### config.mk
export PLATFORM = sky130hd
export DESIGN_NAME = rtc_core
export DESIGN_NICKNAME = d
export VERILOG_FILES = /design/src/rtl/rtc_pkg.sv /design/src/rtl/rtc_ctrl.sv /design/src/rtl/rtc_datapath.sv /design/src/rtl/rtc_core.sv
export SDC_FILE = /design/constraint.sdc
export NUM_CORES = 1
export LEC_CHECK = 0
export BUFFER_PORTS_ARGS = -buffer_cell sky130_fd_sc_hd__buf_2
export CORE_MARGIN = 3
export CORE_UTILIZATION = 25
export CTS_BUF_LIST = sky130_fd_sc_hd__clkbuf_16
export DETAILED_ROUTE_END_ITERATION = 8
export PLACE_DENSITY = 0.47
export SYNTH_ARGS = -nofsm -noshare
export SYNTH_HDL_FRONTEND = slang
export SYNTH_SLANG_ARGS = --single-unit
export TNS_END_PERCENT = 30
### constraint.sdc
create_clock -name clk -period 5.1 [get_ports clk]
set_input_delay 0.255 -clock clk [delete_from_list [all_inputs] [get_ports clk]]
set_output_delay 0.255 -clock clk [all_outputs]
set_load 0.005 [all_outputs]
### src/rtl/rtc_pkg.sv
package rtc_pkg;
  localparam int CNT_W = 32;
  localparam int SUB_W = 4;
  localparam int NUM_AL = 2;

  localparam logic [7:0] OFF_CNT  = 8'h00;
  localparam logic [7:0] OFF_AL0  = 8'h04;
  localparam logic [7:0] OFF_STAT = 8'h08;
  localparam logic [7:0] OFF_DIV  = 8'h0C;
  localparam logic [7:0] OFF_AL1  = 8'h18;
  localparam logic [7:0] OFF_CLK  = 8'h1C;
  localparam logic [7:0] OFF_SCR  = 8'h40;

  typedef enum logic [2:0] {
    RD_NONE, RD_CNT, RD_AL0, RD_STAT, RD_DIV, RD_AL1, RD_CLK, RD_SCR
  } rd_sel_e;

  typedef struct packed {
    logic          wrCnt;
    logic [NUM_AL-1:0] wrAl;
    logic          wrStat;
    logic          wrDiv;
    logic          wrClk;
    logic          wrScr;
    rd_sel_e       rdSel;
  } rtc_strobe_t;
endpackage

### src/rtl/rtc_ctrl.sv
module rtc_ctrl
  import rtc_pkg::*;
#(
  parameter int ADDR_W = 8
) (
  input  logic [ADDR_W-1:0] regAddr,
  input  logic              wrEn,
  output rtc_strobe_t       stb
);
  logic [7:0] offs;
  assign offs = 8'(regAddr);

  always_comb begin
    stb = '0;
    stb.rdSel = RD_NONE;
    case (offs)
      OFF_CNT:  begin stb.wrCnt   = wrEn; stb.rdSel = RD_CNT;  end
      OFF_AL0:  begin stb.wrAl[0] = wrEn; stb.rdSel = RD_AL0;  end
      OFF_STAT: begin stb.wrStat  = wrEn; stb.rdSel = RD_STAT; end
      OFF_DIV:  begin stb.wrDiv   = wrEn; stb.rdSel = RD_DIV;  end
      OFF_AL1:  begin stb.wrAl[1] = wrEn; stb.rdSel = RD_AL1;  end
      OFF_CLK:  begin stb.wrClk   = wrEn; stb.rdSel = RD_CLK;  end
      OFF_SCR:  begin stb.wrScr   = wrEn; stb.rdSel = RD_SCR;  end
      default:  ;
    endcase
  end
endmodule

### src/rtl/rtc_datapath.sv
module rtc_datapath
  import rtc_pkg::*;
#(
  parameter int DIV_W     = 16,
  parameter int CLK_SEL_W = 2,
  parameter int CLK_RUN   = 3
) (
  input  logic                 clk,
  input  logic                 rstN,
  input  rtc_strobe_t          stb,
  input  logic [CNT_W-1:0]     wrData,
  output logic [CNT_W-1:0]     rdData,
  output logic                 irq,
  output logic                 tick,
  output logic [CNT_W-1:0]     cntQ,
  output logic [CNT_W-1:0]     statusQ,
  output logic [CLK_SEL_W-1:0] clkSelQ,
  output logic [CNT_W-1:0]     scratchQ
);
  localparam int EV_BIT[NUM_AL] = '{0, 4};
  localparam int EN_BIT[NUM_AL] = '{2, 6};
  localparam int HZ_EV_BIT = 1;
  localparam int HZ_EN_BIT = 3;

  logic [DIV_W-1:0] divQ, preCnt;
  logic             phase, run, tickUsed;
  logic [CNT_W-1:0] cntNext;
  logic [CNT_W-1:0] alarmQ [NUM_AL];
  logic [NUM_AL-1:0] evAl, enAl;
  logic             evHz, enHz;

  assign run      = (clkSelQ == CLK_SEL_W'(CLK_RUN));
  assign tick     = run && phase && (preCnt >= divQ);
  assign tickUsed = tick && !stb.wrCnt;
  assign cntNext  = cntQ + CNT_W'(1);

  // prescaler: two half periods of DIV+1 cycles each
  always_ff @(posedge clk or negedge rstN) begin
    if (!rstN) begin
      preCnt <= '0;
      phase  <= 1'b0;
    end else if (!run) begin
      preCnt <= '0;
      phase  <= 1'b0;
    end else if (preCnt >= divQ) begin
      preCnt <= '0;
      phase  <= ~phase;
    end else begin
      preCnt <= preCnt + DIV_W'(1);
    end
  end

  always_ff @(posedge clk or negedge rstN) begin
    if (!rstN) begin
      cntQ     <= '0;
      divQ     <= '0;
      clkSelQ  <= '0;
      scratchQ <= '0;
    end else begin
      if (stb.wrCnt)     cntQ <= wrData;
      else if (tick)     cntQ <= cntNext;
      if (stb.wrDiv)     divQ <= wrData[DIV_W-1:0];
      if (stb.wrClk)     clkSelQ <= wrData[CLK_SEL_W-1:0];
      if (stb.wrScr)     scratchQ <= wrData;
    end
  end

  // compare channels: each with its own value, sticky flag and enable
  for (genvar i = 0; i < NUM_AL; i++) begin : g_alarm
    logic hit;
    assign hit = tickUsed && (cntNext == alarmQ[i]);
    always_ff @(posedge clk or negedge rstN) begin
      if (!rstN) begin
        alarmQ[i] <= '0;
        evAl[i]   <= 1'b0;
        enAl[i]   <= 1'b0;
      end else begin
        if (stb.wrAl[i]) alarmQ[i] <= wrData;
        if (hit)         evAl[i] <= 1'b1;
        else if (stb.wrStat && wrData[EV_BIT[i]]) evAl[i] <= 1'b0;
        if (stb.wrStat)  enAl[i] <= wrData[EN_BIT[i]];
      end
    end
  end

  always_ff @(posedge clk or negedge rstN) begin
    if (!rstN) begin
      evHz <= 1'b0;
      enHz <= 1'b0;
    end else begin
      if (tickUsed && (cntQ[SUB_W-1:0] == {SUB_W{1'b1}})) evHz <= 1'b1;
      else if (stb.wrStat && wrData[HZ_EV_BIT]) evHz <= 1'b0;
      if (stb.wrStat) enHz <= wrData[HZ_EN_BIT];
    end
  end

  assign statusQ = {25'b0, enAl[1], 1'b0, evAl[1], enHz, enAl[0], evHz, evAl[0]};
  assign irq     = (|(evAl & enAl)) | (evHz & enHz);

  always_comb begin
    case (stb.rdSel)
      RD_CNT:  rdData = cntQ;
      RD_AL0:  rdData = alarmQ[0];
      RD_STAT: rdData = statusQ;
      RD_DIV:  rdData = CNT_W'(divQ);
      RD_AL1:  rdData = alarmQ[1];
      RD_CLK:  rdData = CNT_W'(clkSelQ);
      RD_SCR:  rdData = scratchQ;
      default: rdData = '0;
    endcase
  end
endmodule

### src/rtl/rtc_core.sv
module rtc_core
  import rtc_pkg::*;
#(
  parameter int ADDR_W    = 8,
  parameter int DIV_W     = 16,
  parameter int CLK_SEL_W = 2
) (
  input  logic              clk,
  input  logic              rstN,
  input  logic [ADDR_W-1:0] regAddr,
  input  logic              wrEn,
  input  logic [31:0]       wrData,
  output logic [31:0]       rdData,
  output logic              irq
);
  rtc_strobe_t          stb;
  logic                 tick;
  logic [CNT_W-1:0]     cntQ, statusQ, scratchQ;
  logic [CLK_SEL_W-1:0] clkSelQ;

  rtc_ctrl #(.ADDR_W(ADDR_W)) u_ctrl (
    .regAddr(regAddr), .wrEn(wrEn), .stb(stb)
  );

  rtc_datapath #(.DIV_W(DIV_W), .CLK_SEL_W(CLK_SEL_W), .CLK_RUN(3)) u_dp (
    .clk(clk), .rstN(rstN), .stb(stb), .wrData(wrData), .rdData(rdData),
    .irq(irq), .tick(tick), .cntQ(cntQ), .statusQ(statusQ),
    .clkSelQ(clkSelQ), .scratchQ(scratchQ)
  );
endmodule

==> results_dict.tcl <==
set metrics [dict create \
    clk_latency_ps 450 \
    setup_tns_ps 0 \
    synth_compound_area_share_pct 11.7 \
    die_x_um 213 \
    cp-end-kind "flip-flop" \
    yosysTopAreaCell "dfrtp_1" \
    io_pins 76 \
    drtIter0Drc 641 \
    grtUsageMet2_pct 25.4 \
    peakVddDrop_mv 0.154 \
    critPathLaunchType "flip-flop" \
    grt_util_met1_pct 22.0 \
    cap_violations 0 \
    drc 0 \
    yosysMostFrequentCell "dfrtp_1" \
    finClkSkew_ps 17.5 \
    path_clk_slew_ps 80 \
    whs_endpoint "u_dp.alarmQ[27]" \
    gp_congestion 0.973 \
    synth-seq-area-share_pct 39.6 \
    postSynthAreaPerCell_um2 9.72 \
    synth_fp_nets 1160 \
    antenna_cells 0 \
    cts-htree-levels 4 \
    grt_pass1_wl_um 54600 \
    reg2reg_from "u_dp.cntQ[4]" \
    cts_root_buffer "clkbuf_16" \
    arrival_ps 4270 \
    grt_pass1_vias 8606 \
    ys_top_cells_by_area "dfrtp_1 (40%), mux2_2 (11%), xnor2_1 (4.8%)" \
    firstDrtPassIters 6 \
    rr_worst_depth 7 \
    place_hpwl_um 25800 \
    grt-ovfl-total 0 \
    portBuffers 75 \
    core_um2 42000 \
    viasPerCell 5.14 \
    synth_top_family_by_area "simple AND/OR/NAND/NOR gates" \
    grt_max_degree 93 \
    final_nets 1193 \
    ys_top_cells_by_count "dfrtp_1 (169), nand2_1 (120), mux2_2 (103)" \
    fmax_ghz 0.256 \
    synth-edff-count 0 \
    cp_data_required_time_ps 5460 \
    timing.rr.end "u_dp.statusQ[0]" \
    worst_hold_slack_ps 77.1 \
    ant_nets 0 \
    drt_wl_total_um 35300 \
    via_count 8660 \
    mappedNetlistArea_um2 10700 \
    top_usage_layer "met2" \
    synthAdderAreaFrac_pct 2.11 \
    synth-simple-area-share_pct 17.9 \
    synth_top_area_share_pct 39.6 \
    synth-xor-area-share_pct 10.1 \
    dieArea_um2 45200 \
    worstHoldPathCells 3 \
    dp_slack_ps 1290 \
    numCtsBuffers 17 \
    maxSlewHeadroom_pct 32.7 \
    finalCriticalPeriod_ps 3910 \
    criticalPathCategory "reg2reg" \
    antenna_found_initial 0 \
    hp-start "wrData[27]" \
    cts-resized-gates 0 \
    num_rows 75 \
    start_util_pct 25.4 \
    holdCritPathClass "in2reg" \
    finalHoldViolations 0 \
    rsz0062_at_grt "no" \
    ys_types 73 \
    async_flop_share_pct 100 \
    setup_slack_ps 1190 \
    leakage_nw 5.55 \
    synth_flop_cell "dfrtp_1" \
    p_per_area_nw_per_um2 298 \
    outcome "completed" \
    synthToLayoutAreaGrowth_pct 13.7 \
    postSynthCellCount 1099 \
    cts_tree "done" \
    gr-usage-all-layers_pct 15.8 \
    routedWlPerCell_um 21.0 \
    worstMarginPinSlew_ps 1010 \
    period_share_pct 76.6 \
    critPathMaxFanout 19 \
    use_met3_pct 2.56 \
    synth.area.mux_share_pct 14.3 \
    setup_viol 0 \
    cts_max_path_buffers 2 \
    ys_warn_count 0 \
    drive_above_1_share_pct 21.6 \
    maxSlewViolCount 0 \
    die-height_um 213 \
    r2r_slack_ps 1190 \
    cts_sinks 169 \
    synth_seq_cells 169 \
]
[state kept, by name (all words and copies together) (netlist names)]
name           cells
u_dp.divQ         16
u_dp.scratchQ     32
u_dp.statusQ       4
u_dp.phase         1
u_dp.enHz          1
u_dp.clkSelQ       2
u_dp.preCnt       16
u_dp.evHz          1
u_dp.cntQ         32
u_dp.alarmQ       64
[worst max-delay path by stage]
stage | startpoint | end | slack, ps | cells after the start
after detailed placement | u_dp.cntQ[4] | u_dp.statusQ[0] | 1290 | 7
after CTS | u_dp.cntQ[4] | u_dp.statusQ[0] | 1280 | 7
after global placement | u_dp.cntQ[4] | u_dp.statusQ[0] | 1460 | 7
final | u_dp.cntQ[4] | u_dp.statusQ[0] | 1190 | 7
after global routing | u_dp.cntQ[4] | u_dp.statusQ[0] | 870 | 7
after floorplan | u_dp.cntQ[1] | u_dp.statusQ[0] | 2370 | 9
[cell families (layout without fill, tap and decap cells)]
group                      Yosys count  in the layout
adders and majority gates           18             18
AOI/OAI and AO/OA                  180            180
muxes                              140            140
and+or+nand+nor                    373            373
xor gates and xnor gates           110            110
buffers and inverters              109            155
DFF                                169            169
[cell type report]
class                      instances  area [um2]
multi-input combinational        821        6000
inverter                          32         120
tap                              539         674
timing repair buffer              91         504
fill                            4464       29900
clock buffer                      17         425
sequential                       169        4230
clock inverter                    15         189
[critical path, cell delays in order (launching register included)]
cell,delay [ps]
dfrtp_1,700
nand3_1,640
nor3_1,760
nand4_1,360
xnor2_1,230
a2111oi_0,460
or4b_1,500
o31ai_2,180
[power breakdown]
| part | switching, mW | internal [mW] |
|---|---|---|
| combinational | 0.444 | 0.292 |
| sequential | 0.0887 | 1.40 |
| clock | 0.607 | 0.783 |
| total | 1.14 | 2.47 |
[cell usage in the layout (no fill, tap or decap), types with 7 or more instances in the layout]
| cell type | netlist | layout |
|---|---|---|
| a21oi_1 | 56 | 56 |
| a222oi_1 | 17 | 17 |
| a31oi_1 | 10 | 10 |
| and3_1 | 13 | 13 |
| and4_1 | 11 | 11 |
| buf_2 | 20 | 74 |
| buf_4 | 5 | 15 |
| clkbuf_16 | 0 | 17 |
| dfrtp_1 | 169 | 169 |
| ha_1 | 18 | 18 |
| inv_1 | 32 | 33 |
| mux2_2 | 103 | 103 |
| mux2i_1 | 37 | 37 |
| nand2_1 | 120 | 119 |
| nand2b_1 | 10 | 10 |
| nand3_1 | 37 | 37 |
| nand4_1 | 25 | 25 |
| nor2_1 | 90 | 87 |
| nor3_1 | 14 | 14 |
| nor4_1 | 10 | 10 |
| o21ai_0 | 26 | 26 |
| o221ai_1 | 10 | 10 |
| o22ai_1 | 9 | 9 |
| o31ai_1 | 7 | 7 |
| xnor2_1 | 58 | 58 |
| xor2_1 | 44 | 44 |
[metrics by stage]
stage	total power, mW	instance area [um2]	utilization [%]	cells
floorplan	1.99	10700	-	1099
global placement	2.25	11500	27.4	1651
detailed placement	2.25	11500	27.4	1651
CTS	3.66	12100	28.9	1684
global route	3.79	12100	28.9	1684
finish	3.61	12100	28.9	1684
[what timing repair did]
item	4_1_cts	5_1_grt
hold buffers	1	0
hold endpoints to repair	90	0
buffers inserted	0	0
[metal layers]
layer  vias up  routed length (um)
li1       4031                   -
met1      4376               16500
met2       217               16600
met3        36                1570
met4         0                 686
met5         -                   0
(Power assumes the default switching activity.)
